--- config.mk ---
export PLATFORM = sky130hd
export DESIGN_NAME = stat_snapshot_bank
export DESIGN_NICKNAME = d
export VERILOG_FILES = /design/src/rtl/stat_snapshot_pkg.sv /design/src/rtl/stat_accum_cell.sv /design/src/rtl/stat_read_port.sv /design/src/rtl/stat_snapshot_bank.sv
export SDC_FILE = /design/constraint.sdc
export NUM_CORES = 1
export LEC_CHECK = 0
export ABC_AREA = 1
export BUFFER_PORTS_ARGS = -buffer_cell sky130_fd_sc_hd__buf_4
export CORE_UTILIZATION = 55
export CTS_BUF_LIST = sky130_fd_sc_hd__clkbuf_2 sky130_fd_sc_hd__clkbuf_4 sky130_fd_sc_hd__clkbuf_8
export DETAILED_ROUTE_END_ITERATION = 7
export PLACE_DENSITY = 0.76
export SLEW_MARGIN = 5
export SYNTH_ARGS = -nofsm -noshare
export SYNTH_HDL_FRONTEND = slang
export SYNTH_SLANG_ARGS = --single-unit
--- constraint.sdc ---
create_clock -name clk -period 6.5 [get_ports clk]
set_input_delay 0.325 -clock clk [delete_from_list [all_inputs] [get_ports clk]]
set_output_delay 0.325 -clock clk [all_outputs]
set_load 0.03 [all_outputs]
--- src/rtl/stat_snapshot_pkg.sv ---
package stat_snapshot_pkg;
    localparam int TICK_OFFSET  = 0;
    localparam int CYCLE_SLOT   = 1;
    localparam int FIRST_CTR_SLOT = 2;
    localparam int SLOT_BYTES   = 8;
    localparam int WORD_BITS    = 32;
endpackage

--- src/rtl/stat_accum_cell.sv ---
module stat_accum_cell #(
    parameter int CTR_W = 48,
    parameter int INC_W = 16
) (
    input  logic             clk,
    input  logic             rst_n,
    input  logic             tick,
    input  logic [INC_W-1:0] inc,
    output logic [CTR_W-1:0] acc_o,
    output logic [CTR_W-1:0] shadow_o
);
    typedef struct packed {
        logic [CTR_W-1:0] acc;
        logic [CTR_W-1:0] shadow;
    } cell_t;

    cell_t st_d, st_q;
    logic [CTR_W-1:0] base;
    logic [CTR_W:0]   sum;

    always_comb begin
        st_d = st_q;
        base = tick ? '0 : st_q.acc;
        sum  = {1'b0, base} + (CTR_W+1)'(inc);
        st_d.acc = sum[CTR_W] ? '1 : sum[CTR_W-1:0];
        if (tick) begin
            st_d.shadow = st_q.acc;
        end
    end

    always_ff @(posedge clk) begin
        if (!rst_n) begin
            st_q <= '0;
        end else begin
            st_q <= st_d;
        end
    end

    assign acc_o    = st_q.acc;
    assign shadow_o = st_q.shadow;
endmodule

--- src/rtl/stat_read_port.sv ---
module stat_read_port #(
    parameter int CTR_W     = 48,
    parameter int NUM_SLOTS = 5,
    parameter int ADDR_W    = 12
) (
    input  logic                       clk,
    input  logic                       rst_n,
    input  logic                       rd_en,
    input  logic [ADDR_W-1:0]          rd_addr,
    input  logic [NUM_SLOTS*CTR_W-1:0] shadow_flat,
    output logic                       rd_valid,
    output logic [31:0]                rd_data
);
    localparam int SLOT_W = ADDR_W - 3;

    typedef struct packed {
        logic        valid;
        logic [31:0] data;
    } rd_t;

    rd_t rd_d, rd_q;
    logic [SLOT_W-1:0] slot;
    logic              mapped;
    logic [63:0]       ext;

    always_comb begin
        rd_d   = rd_q;
        slot   = rd_addr[ADDR_W-1:3];
        mapped = (rd_addr[1:0] == 2'b00) && (slot != '0)
                 && (slot <= SLOT_W'(NUM_SLOTS));
        ext = '0;
        for (int s = 0; s < NUM_SLOTS; s++) begin
            if (mapped && slot == SLOT_W'(s + 1)) begin
                ext = 64'(shadow_flat[s*CTR_W +: CTR_W]);
            end
        end
        rd_d.valid = rd_en;
        if (rd_en) begin
            rd_d.data = rd_addr[2] ? ext[63:32] : ext[31:0];
        end
    end

    always_ff @(posedge clk) begin
        if (!rst_n) begin
            rd_q <= '0;
        end else begin
            rd_q <= rd_d;
        end
    end

    assign rd_valid = rd_q.valid;
    assign rd_data  = rd_q.data;
endmodule

--- src/rtl/stat_snapshot_bank.sv ---
module stat_snapshot_bank
    import stat_snapshot_pkg::*;
#(
    parameter int NUM_CTRS = 4,
    parameter int CTR_W    = 48,
    parameter int INC_W    = 16,
    parameter int ADDR_W   = 12
) (
    input  logic                      clk,
    input  logic                      rst_n,
    input  logic [NUM_CTRS*INC_W-1:0] inc_i,
    input  logic                      tick_i,
    input  logic                      wr_en,
    input  logic [ADDR_W-1:0]         wr_addr,
    input  logic                      rd_en,
    input  logic [ADDR_W-1:0]         rd_addr,
    output logic                      rd_valid,
    output logic [31:0]               rd_data
);
    localparam int NUM_SLOTS = NUM_CTRS + 1;

    logic                       tick_now;
    logic [NUM_SLOTS*CTR_W-1:0] acc_flat;
    logic [NUM_SLOTS*CTR_W-1:0] shadow_flat;

    always_comb begin
        tick_now = tick_i || (wr_en && wr_addr == ADDR_W'(TICK_OFFSET));
    end

    stat_accum_cell #(.CTR_W(CTR_W), .INC_W(1)) u_cycle (
        .clk      (clk),
        .rst_n    (rst_n),
        .tick     (tick_now),
        .inc      (1'b1),
        .acc_o    (acc_flat[0 +: CTR_W]),
        .shadow_o (shadow_flat[0 +: CTR_W])
    );

    for (genvar k = 0; k < NUM_CTRS; k++) begin : g_ctr
        stat_accum_cell #(.CTR_W(CTR_W), .INC_W(INC_W)) u_cell (
            .clk      (clk),
            .rst_n    (rst_n),
            .tick     (tick_now),
            .inc      (inc_i[k*INC_W +: INC_W]),
            .acc_o    (acc_flat[(k+1)*CTR_W +: CTR_W]),
            .shadow_o (shadow_flat[(k+1)*CTR_W +: CTR_W])
        );
    end

    stat_read_port #(.CTR_W(CTR_W), .NUM_SLOTS(NUM_SLOTS), .ADDR_W(ADDR_W)) u_rd (
        .clk         (clk),
        .rst_n       (rst_n),
        .rd_en       (rd_en),
        .rd_addr     (rd_addr),
        .shadow_flat (shadow_flat),
        .rd_valid    (rd_valid),
        .rd_data     (rd_data)
    );
endmodule

* Word level (Yosys, flattened, before mapping)
Cells that the tools add are included.
** Cells by class
- Add/sub/neg operators :: 5
- Magnitude comparators :: 1
- Eq/ne operators :: 5
- Multiplexer cells :: 16
- Reductions and logical operators :: 12
** Operators with widths (count)
- 48-bit two-way mux :: 15
- 48-bit by 16-bit adder with 49-bit output :: 4
- 48-bit by 1-bit adder with 49-bit output, second input constant :: 1
- 32-bit two-way mux :: 1
- 9-bit by 2-bit == test with 1-bit output, second input constant :: 2
- 9-bit by 3-bit == test with 1-bit output, second input constant :: 2
- 12-bit zero test :: 1
- 9-bit by 1-bit == test with 1-bit output, second input constant :: 1
- 9-bit by 3-bit <= comparator with 1-bit output, second input constant :: 1
- 9-bit nonzero test :: 1
- 1-bit logical AND :: 8
- 2-bit zero test :: 1
- 1-bit logical OR :: 1
** Word-level totals
- Flip-flop bits (word level) :: 513
- Output and inout bits :: 33

* Depth between registers and ports, before layout
- Word-level depth :: 10
- Mapped depth :: 28

* Modules after synthesis
A second synthesis with hierarchy kept.
** Unflattened totals
- Cells, all modules :: 5479
- Area total of the unflattened synthesis :: 33214.4 sq um
** By module, submodules not included
- stat_accum_cell (g_ctr[1].u_cell ...) :: times used 2, cells an instance 1005, area each 6082.1 sq um, sequential area each 1921.8 sq um
- stat_accum_cell (g_ctr[0].u_cell ...) :: times used 2, cells an instance 1005, area each 6072.1 sq um, sequential area each 1921.8 sq um
- stat_accum_cell (u_cycle) :: times used 1, cells an instance 742, area each 5134.9 sq um, sequential area each 1921.8 sq um
- stat_read_port :: times used 1, cells an instance 701, area each 3704.8 sq um, sequential area each 660.6 sq um
- stat_snapshot_bank :: times used 1, cells an instance 16, area each 66.3 sq um, sequential area each 0.0 sq um

* Least setup slack after synthesis
No wires, ideal clock.
- Kind :: input to register
- Start point :: input port wr_addr[1]
- End point :: register g_ctr[1].u_cell.st_q, in the netlist g_ctr[1].u_cell.acc_o[40]
- Data arrival time :: 3.630 ns
- Data required time :: 6.387 ns
- Path slack :: 2.757 ns
- Cell stages on the path :: 25
- Buffers on the path :: 6
- Cell sequence :: or2_1 > nor2_1 > nand2_2 > nand2_1 > buf_4 > buf_4 > buf_2 > clkbuf_1 > buf_2 > nor2_1 > ha_1 > fa_1 > nand3_1 > nand2_1 > nand2_1 > nand2_1 > a21oi_1 > inv_1 > nand3_2 > nor2_4 > nand3_2 > buf_4 > nand2_1 > o21ai_1 > inv_1
** Between the ends
- Word-level cells in the longest chain between the ends :: 6
** RTL lines
- from (decl) :: RTL line stat_snapshot_bank.sv:14 : input logic [ADDR_W-1:0] wr_addr,
- 12-bit zero test :: RTL line stat_snapshot_bank.sv:27 : tick_now = tick_i || (wr_en && wr_addr == ADDR_W'(TICK_OFFSET));
- 1-bit logical AND :: RTL line stat_snapshot_bank.sv:27
- 1-bit logical OR :: RTL line stat_snapshot_bank.sv:27
- 48-bit two-way mux :: RTL line stat_accum_cell.sv:23 : base = tick ? '0 : st_q.acc;
- 48-bit by 16-bit adder with 49-bit output :: RTL line stat_accum_cell.sv:24 : sum = {1'b0, base} + (CTR_W+1)'(inc);
- 48-bit two-way mux :: RTL line stat_accum_cell.sv:25 : st_d.acc = sum[CTR_W] ? '1 : sum[CTR_W-1:0];
- to (signal assigned) :: RTL line stat_accum_cell.sv:35 : st_q <= st_d;
- to (decl) :: RTL line stat_accum_cell.sv:17 : cell_t st_d, st_q;
No other way between the ends.
A chain may end at the register's enable or synchronous reset.

* Worst setup path after layout
- Start point :: input port wr_addr[1]
- End point :: register g_ctr[0].u_cell.st_q, in the netlist g_ctr[0].u_cell.acc_o[30]
** Between the ends
- Word-level cells in the longest chain between the ends :: 6
** RTL lines (RTL line)
- 12-bit zero test :: stat_snapshot_bank.sv:27
- 1-bit logical AND :: stat_snapshot_bank.sv:27
- 1-bit logical OR :: stat_snapshot_bank.sv:27
- 48-bit two-way mux :: stat_accum_cell.sv:23
- 48-bit by 16-bit adder with 49-bit output :: stat_accum_cell.sv:24
- 48-bit two-way mux :: stat_accum_cell.sv:25
- to (signal assigned) :: stat_accum_cell.sv:35
- to (decl) :: stat_accum_cell.sv:17
No other way between the ends.

==> qor.json <==
{
  "post_synth_fa_ha_maj_area_fraction_pct": 3.06,
  "num_rows": 84,
  "globalRoute.totalOverflow": 0,
  "synthDistinctLibCells": 46,
  "max_freq_mhz": 252,
  "largest_net_degree_at_the_start_of_global_routing": 115,
  "muxShareOfSynthArea_pct": 0,
  "post_synth_inst_count": 4492,
  "detail_route.vias_per_cell": 5.55,
  "synth_simple_gate_area_share_pct": 32.4,
  "worst_path_largest_cell_delay_ns": 0.57,
  "final_net_count": 4675,
  "critPathMaxFanout": 73,
  "antenna_found_initial": 2,
  "synth_compound_gate_area_share_pct": 14.4,
  "clock_path_buffers": 3,
  "clkSlewWorstSetupHoldPaths_ns": 0.06,
  "worst_clock_skew_ns": 0.0326,
  "finalCritPeriodShare_pct": 61.0,
  "min-delay-path-class": "in2reg",
  "peakVddDrop_uv": 163,
  "crit_slowest_cell": "sky130_fd_sc_hd__nand2_4",
  "detail-route-antenna-nets": 0,
  "report.final.hold_viol_count": 0,
  "setup_total_negative_slack_ns": 0,
  "cellPowerDensity_mw_per_mm2": 236,
  "crit_type": "in2reg",
  "slew_viol_final": 0,
  "io_buffer_count": 125,
  "ys_ff_latch": 513,
  "tritoncts_clock_tree": "built",
  "rsz0062_at_grt": "false",
  "track_usage_pct": 33.2,
  "core_region_area_sq_mm": 0.0526,
  "status": "finished, final reports clean",
  "synth-edff-count": 0,
  "drt_first_iter_violations": 2738,
  "route.vias.total": 29257,
  "initial_utilization_pct": 55.6,
  "power_leakage_nw": 13.9,
  "critPathRequiredTime_ns": 7.09,
  "crit_top_cell": "sky130_fd_sc_hd__nand2_1",
  "post_route_cells_drive_above_1_share_pct": 9.11,
  "count_of_final_setup_violators": 0,
  "area_growth_pct": 10.4,
  "via_count_of_the_first_global_routing_pass": 26582,
  "maxSlewHeadroom_pct": 28.9,
  "synth_ff_type": "sky130_fd_sc_hd__dfxtp_1",
  "io_pins": 126,
  "synth.net_count": 4654,
  "gpl.final_weighted_congestion": 0.971,
  "post_cts_setup_buffer_count": 0,
  "antenna_cells_inserted": 0,
  "synthesis.area_sq_mm": 0.0292,
  "numCtsBuffers": 88,
  "cp_data_arrival_time_ns": 4.55,
  "floorplan.die.height_microns": 232,
  "filler_cell_count": 5106,
  "route.final.wire_length_mm": 90.8,
  "clock_root_buffer": "sky130_fd_sc_hd__clkbuf_8",
  "postSynthAreaPerCell_sq_um": 6.50,
  "max_slew.worst_pin.slew_ns": 1.07,
  "finalCriticalPeriod_ns": 3.97,
  "crit_path_end_kind": "flip-flop",
  "floorplan.die_area_sq_mm": 0.0540,
  "hpwl_reported_at_the_end_of_detailed_placement_mm": 65.1,
  "synth_warnings": 0,
  "dr_pass1_iterations": 6,
  "detail_route.drc_violations": 0,
  "power_w": 0.00761,
  "combinational_family_with_the_most_area_after_synthesis": "simple AND/OR/NAND/NOR gates",
  "synth-seq-area-share_pct": 35.2,
  "critPathLaunchType": "primary input",
  "clk-insertion-delay-late_ns": 0.70,
  "routed_wire_length_per_instance_microns": 17.2,
  "h-tree-depth": 3,
  "post_synth_xor_area_fraction_pct": 3.84,
  "global_route_wire_length_before_repair_mm": 142,
  "die_width_microns": 232,
  "fraction_of_synthesis_flops_using_an_asynchronous_set_or_reset_pin_pct": 0,
  "drv.max_cap_violation_count": 0,
  "cts.sinks": 513,
  "path_cells": "buf_4, or2_1, nor2_1, nand2_4, nand2_4, buf_12, buf_4, nor2_1, ha_1, fa_1, nand3_1, nand2_1, nand2_1, nand2_1, nand2_1, nand3_1, nand3_2, nor2_4, nand3_4, nand2_1, o21ai_0, inv_1"
}
## worst max-delay path: cells and delay by family
family,cells,cell delay [ns]
AND/OR/NAND/NOR,15,2.51
buffers and inverters,4,0.82
adder cells (fa/ha/maj),2,0.63
AO/OA/AOI/OAI,1,0.17
## layout by cell type (no fill, tap or decap), types with 7 or more instances in the layout
master                      netlist  final
sky130_fd_sc_hd__a21oi_1        384    384
sky130_fd_sc_hd__a21oi_2         21     21
sky130_fd_sc_hd__a31oi_1         16     16
sky130_fd_sc_hd__and3_1           9      9
sky130_fd_sc_hd__buf_4           22    156
sky130_fd_sc_hd__bufinv_16        0      8
sky130_fd_sc_hd__clkbuf_4         0     23
sky130_fd_sc_hd__clkbuf_8         0    110
sky130_fd_sc_hd__clkinv_2         0     17
sky130_fd_sc_hd__dfxtp_1        513    513
sky130_fd_sc_hd__ha_1            65     65
sky130_fd_sc_hd__inv_1          551    550
sky130_fd_sc_hd__nand2_1        886    884
sky130_fd_sc_hd__nand3_1        322    322
sky130_fd_sc_hd__nand3_2         15     15
sky130_fd_sc_hd__nand3b_1        20     20
sky130_fd_sc_hd__nand4_1        156    156
sky130_fd_sc_hd__nor2_1         703    703
sky130_fd_sc_hd__nor2_2          24     22
sky130_fd_sc_hd__nor2_4           5      7
sky130_fd_sc_hd__nor3_1          25     25
sky130_fd_sc_hd__o211ai_1         9      9
sky130_fd_sc_hd__o21ai_0        340    340
sky130_fd_sc_hd__o21ai_1         10     10
sky130_fd_sc_hd__o21bai_1        13     13
sky130_fd_sc_hd__xnor2_1         53     53
sky130_fd_sc_hd__xor2_1          75     75
## repair_timing
action | CTS | global route
hold buffers | 2 | 0
endpoints found under the hold margin | 2 | 0
resized for setup | 0 | 0
## cell type report
| type | count | area [sq um] | area share, % |
|---|---|---|---|
| Sequential cell | 513 | 10300 | 31.9 |
| Timing Repair Buffer | 160 | 1220 | 3.80 |
| Multi-Input combinational cell | 3192 | 15700 | 48.8 |
| Inverter | 558 | 2100 | 6.53 |
| Clock inverter | 31 | 379 | 1.18 |
| Tap cell | 688 | 861 | 2.67 |
| Clock buffer | 132 | 1670 | 5.19 |
## through the flow
step | hold WS [ns] | setup WS, ns | cells | util, % | instance area [sq um]
4_1_cts | 0.00603 | 2.58 | 5274 | 61.3 | 32200
2_1_floorplan | 0.425 | 2.76 | 4492 | - | 29200
3_3_place_gp | 0.438 | 1.99 | 5109 | 57.4 | 30200
6_report | 0.0276 | 2.53 | 5274 | 61.3 | 32200
5_1_grt | 0.0167 | 2.19 | 5274 | 61.3 | 32200
3_5_place_dp | 0.444 | 1.86 | 5109 | 57.4 | 30200
## per-layer routing
metal  vias up  part of all wire (%)  track usage [%]
li1      14545                     -                -
met1     13332                    43             44.1
met2      1137                    45             52.2
met3       243                   7.5             5.31
met4         0                   4.9             16.0
met5         -                     0                0
## Yosys cell counts (3+ instances only)
library cell | count | area share (%)
sky130_fd_sc_hd__fa_1 | 4 | 0.27
sky130_fd_sc_hd__or2_2 | 6 | 0.13
sky130_fd_sc_hd__xor2_1 | 75 | 2.3
sky130_fd_sc_hd__nor3_2 | 3 | 0.10
sky130_fd_sc_hd__nand3_1 | 322 | 5.5
sky130_fd_sc_hd__ha_1 | 65 | 2.8
sky130_fd_sc_hd__o21bai_1 | 13 | 0.33
sky130_fd_sc_hd__o31ai_1 | 4 | 0.10
sky130_fd_sc_hd__nand4_1 | 156 | 3.3
sky130_fd_sc_hd__xnor2_1 | 53 | 1.6
sky130_fd_sc_hd__nand3_2 | 15 | 0.51
sky130_fd_sc_hd__o21ai_1 | 10 | 0.17
sky130_fd_sc_hd__nor2_2 | 24 | 0.51
sky130_fd_sc_hd__buf_6 | 17 | 0.66
sky130_fd_sc_hd__nand3b_1 | 20 | 0.51
sky130_fd_sc_hd__o21ai_0 | 340 | 5.8
sky130_fd_sc_hd__a21o_1 | 3 | 0.077
sky130_fd_sc_hd__nand2_1 | 886 | 11
sky130_fd_sc_hd__inv_1 | 551 | 7.1
sky130_fd_sc_hd__nor3_1 | 25 | 0.43
sky130_fd_sc_hd__and3_1 | 9 | 0.19
sky130_fd_sc_hd__nor2_4 | 5 | 0.19
sky130_fd_sc_hd__nor2_1 | 703 | 9.0
sky130_fd_sc_hd__o21a_1 | 3 | 0.077
sky130_fd_sc_hd__inv_2 | 7 | 0.090
sky130_fd_sc_hd__buf_4 | 22 | 0.57
sky130_fd_sc_hd__a21oi_2 | 21 | 0.63
sky130_fd_sc_hd__buf_2 | 63 | 1.1
sky130_fd_sc_hd__a21oi_1 | 384 | 6.6
sky130_fd_sc_hd__a31oi_1 | 16 | 0.34
sky130_fd_sc_hd__clkbuf_1 | 116 | 1.5
sky130_fd_sc_hd__buf_1 | 11 | 0.14
sky130_fd_sc_hd__nand2_2 | 5 | 0.11
sky130_fd_sc_hd__dfxtp_1 | 513 | 35
sky130_fd_sc_hd__o211ai_1 | 9 | 0.23
## worst paths after layout
check                                             startpoint                      endpoint  slack [ns]  depth (start not counted)
worst min register to register  g_ctr[2].u_cell.shadow_o[40]  g_ctr[2].u_cell.shadow_o[40]        0.45                          2
worst max-delay path                              wr_addr[1]     g_ctr[0].u_cell.acc_o[30]        2.53                         22
worst max register to register      g_ctr[1].u_cell.acc_o[2]     g_ctr[1].u_cell.acc_o[42]        3.14                         15
worst min-delay path                               inc_i[16]      g_ctr[1].u_cell.acc_o[0]        0.03                          4
## power by group
group	switching (W)	internal, W	total (W)	leakage, nW
registers	0.0000715	0.00330	0.00337	4.20
logic	0.000548	0.000293	0.000841	8.65
clock network	0.00142	0.00198	0.00340	1.09
total	0.00204	0.00557	0.00761	13.9
## sequential cells by signal (all words and copies together) (netlist names)
signal / cells
u_cycle.acc_o: 48
u_rd.rd_data: 32
g_ctr.u_cell.shadow_o: 192
u_cycle.shadow_o: 48
g_ctr.u_cell.acc_o: 192
u_rd.rd_valid: 1
## kinds of logic (layout without fill, tap and decap cells)
| kind of cell | count (synthesis) | in the layout |
|---|---|---|
| flops | 513 | 513 |
| compound gates | 805 | 805 |
| fa+ha+maj | 69 | 69 |
| buf+inv | 787 | 881 |
| simple gates | 2190 | 2190 |
| xor+xnor | 128 | 128 |
(Power assumes the default switching activity.)
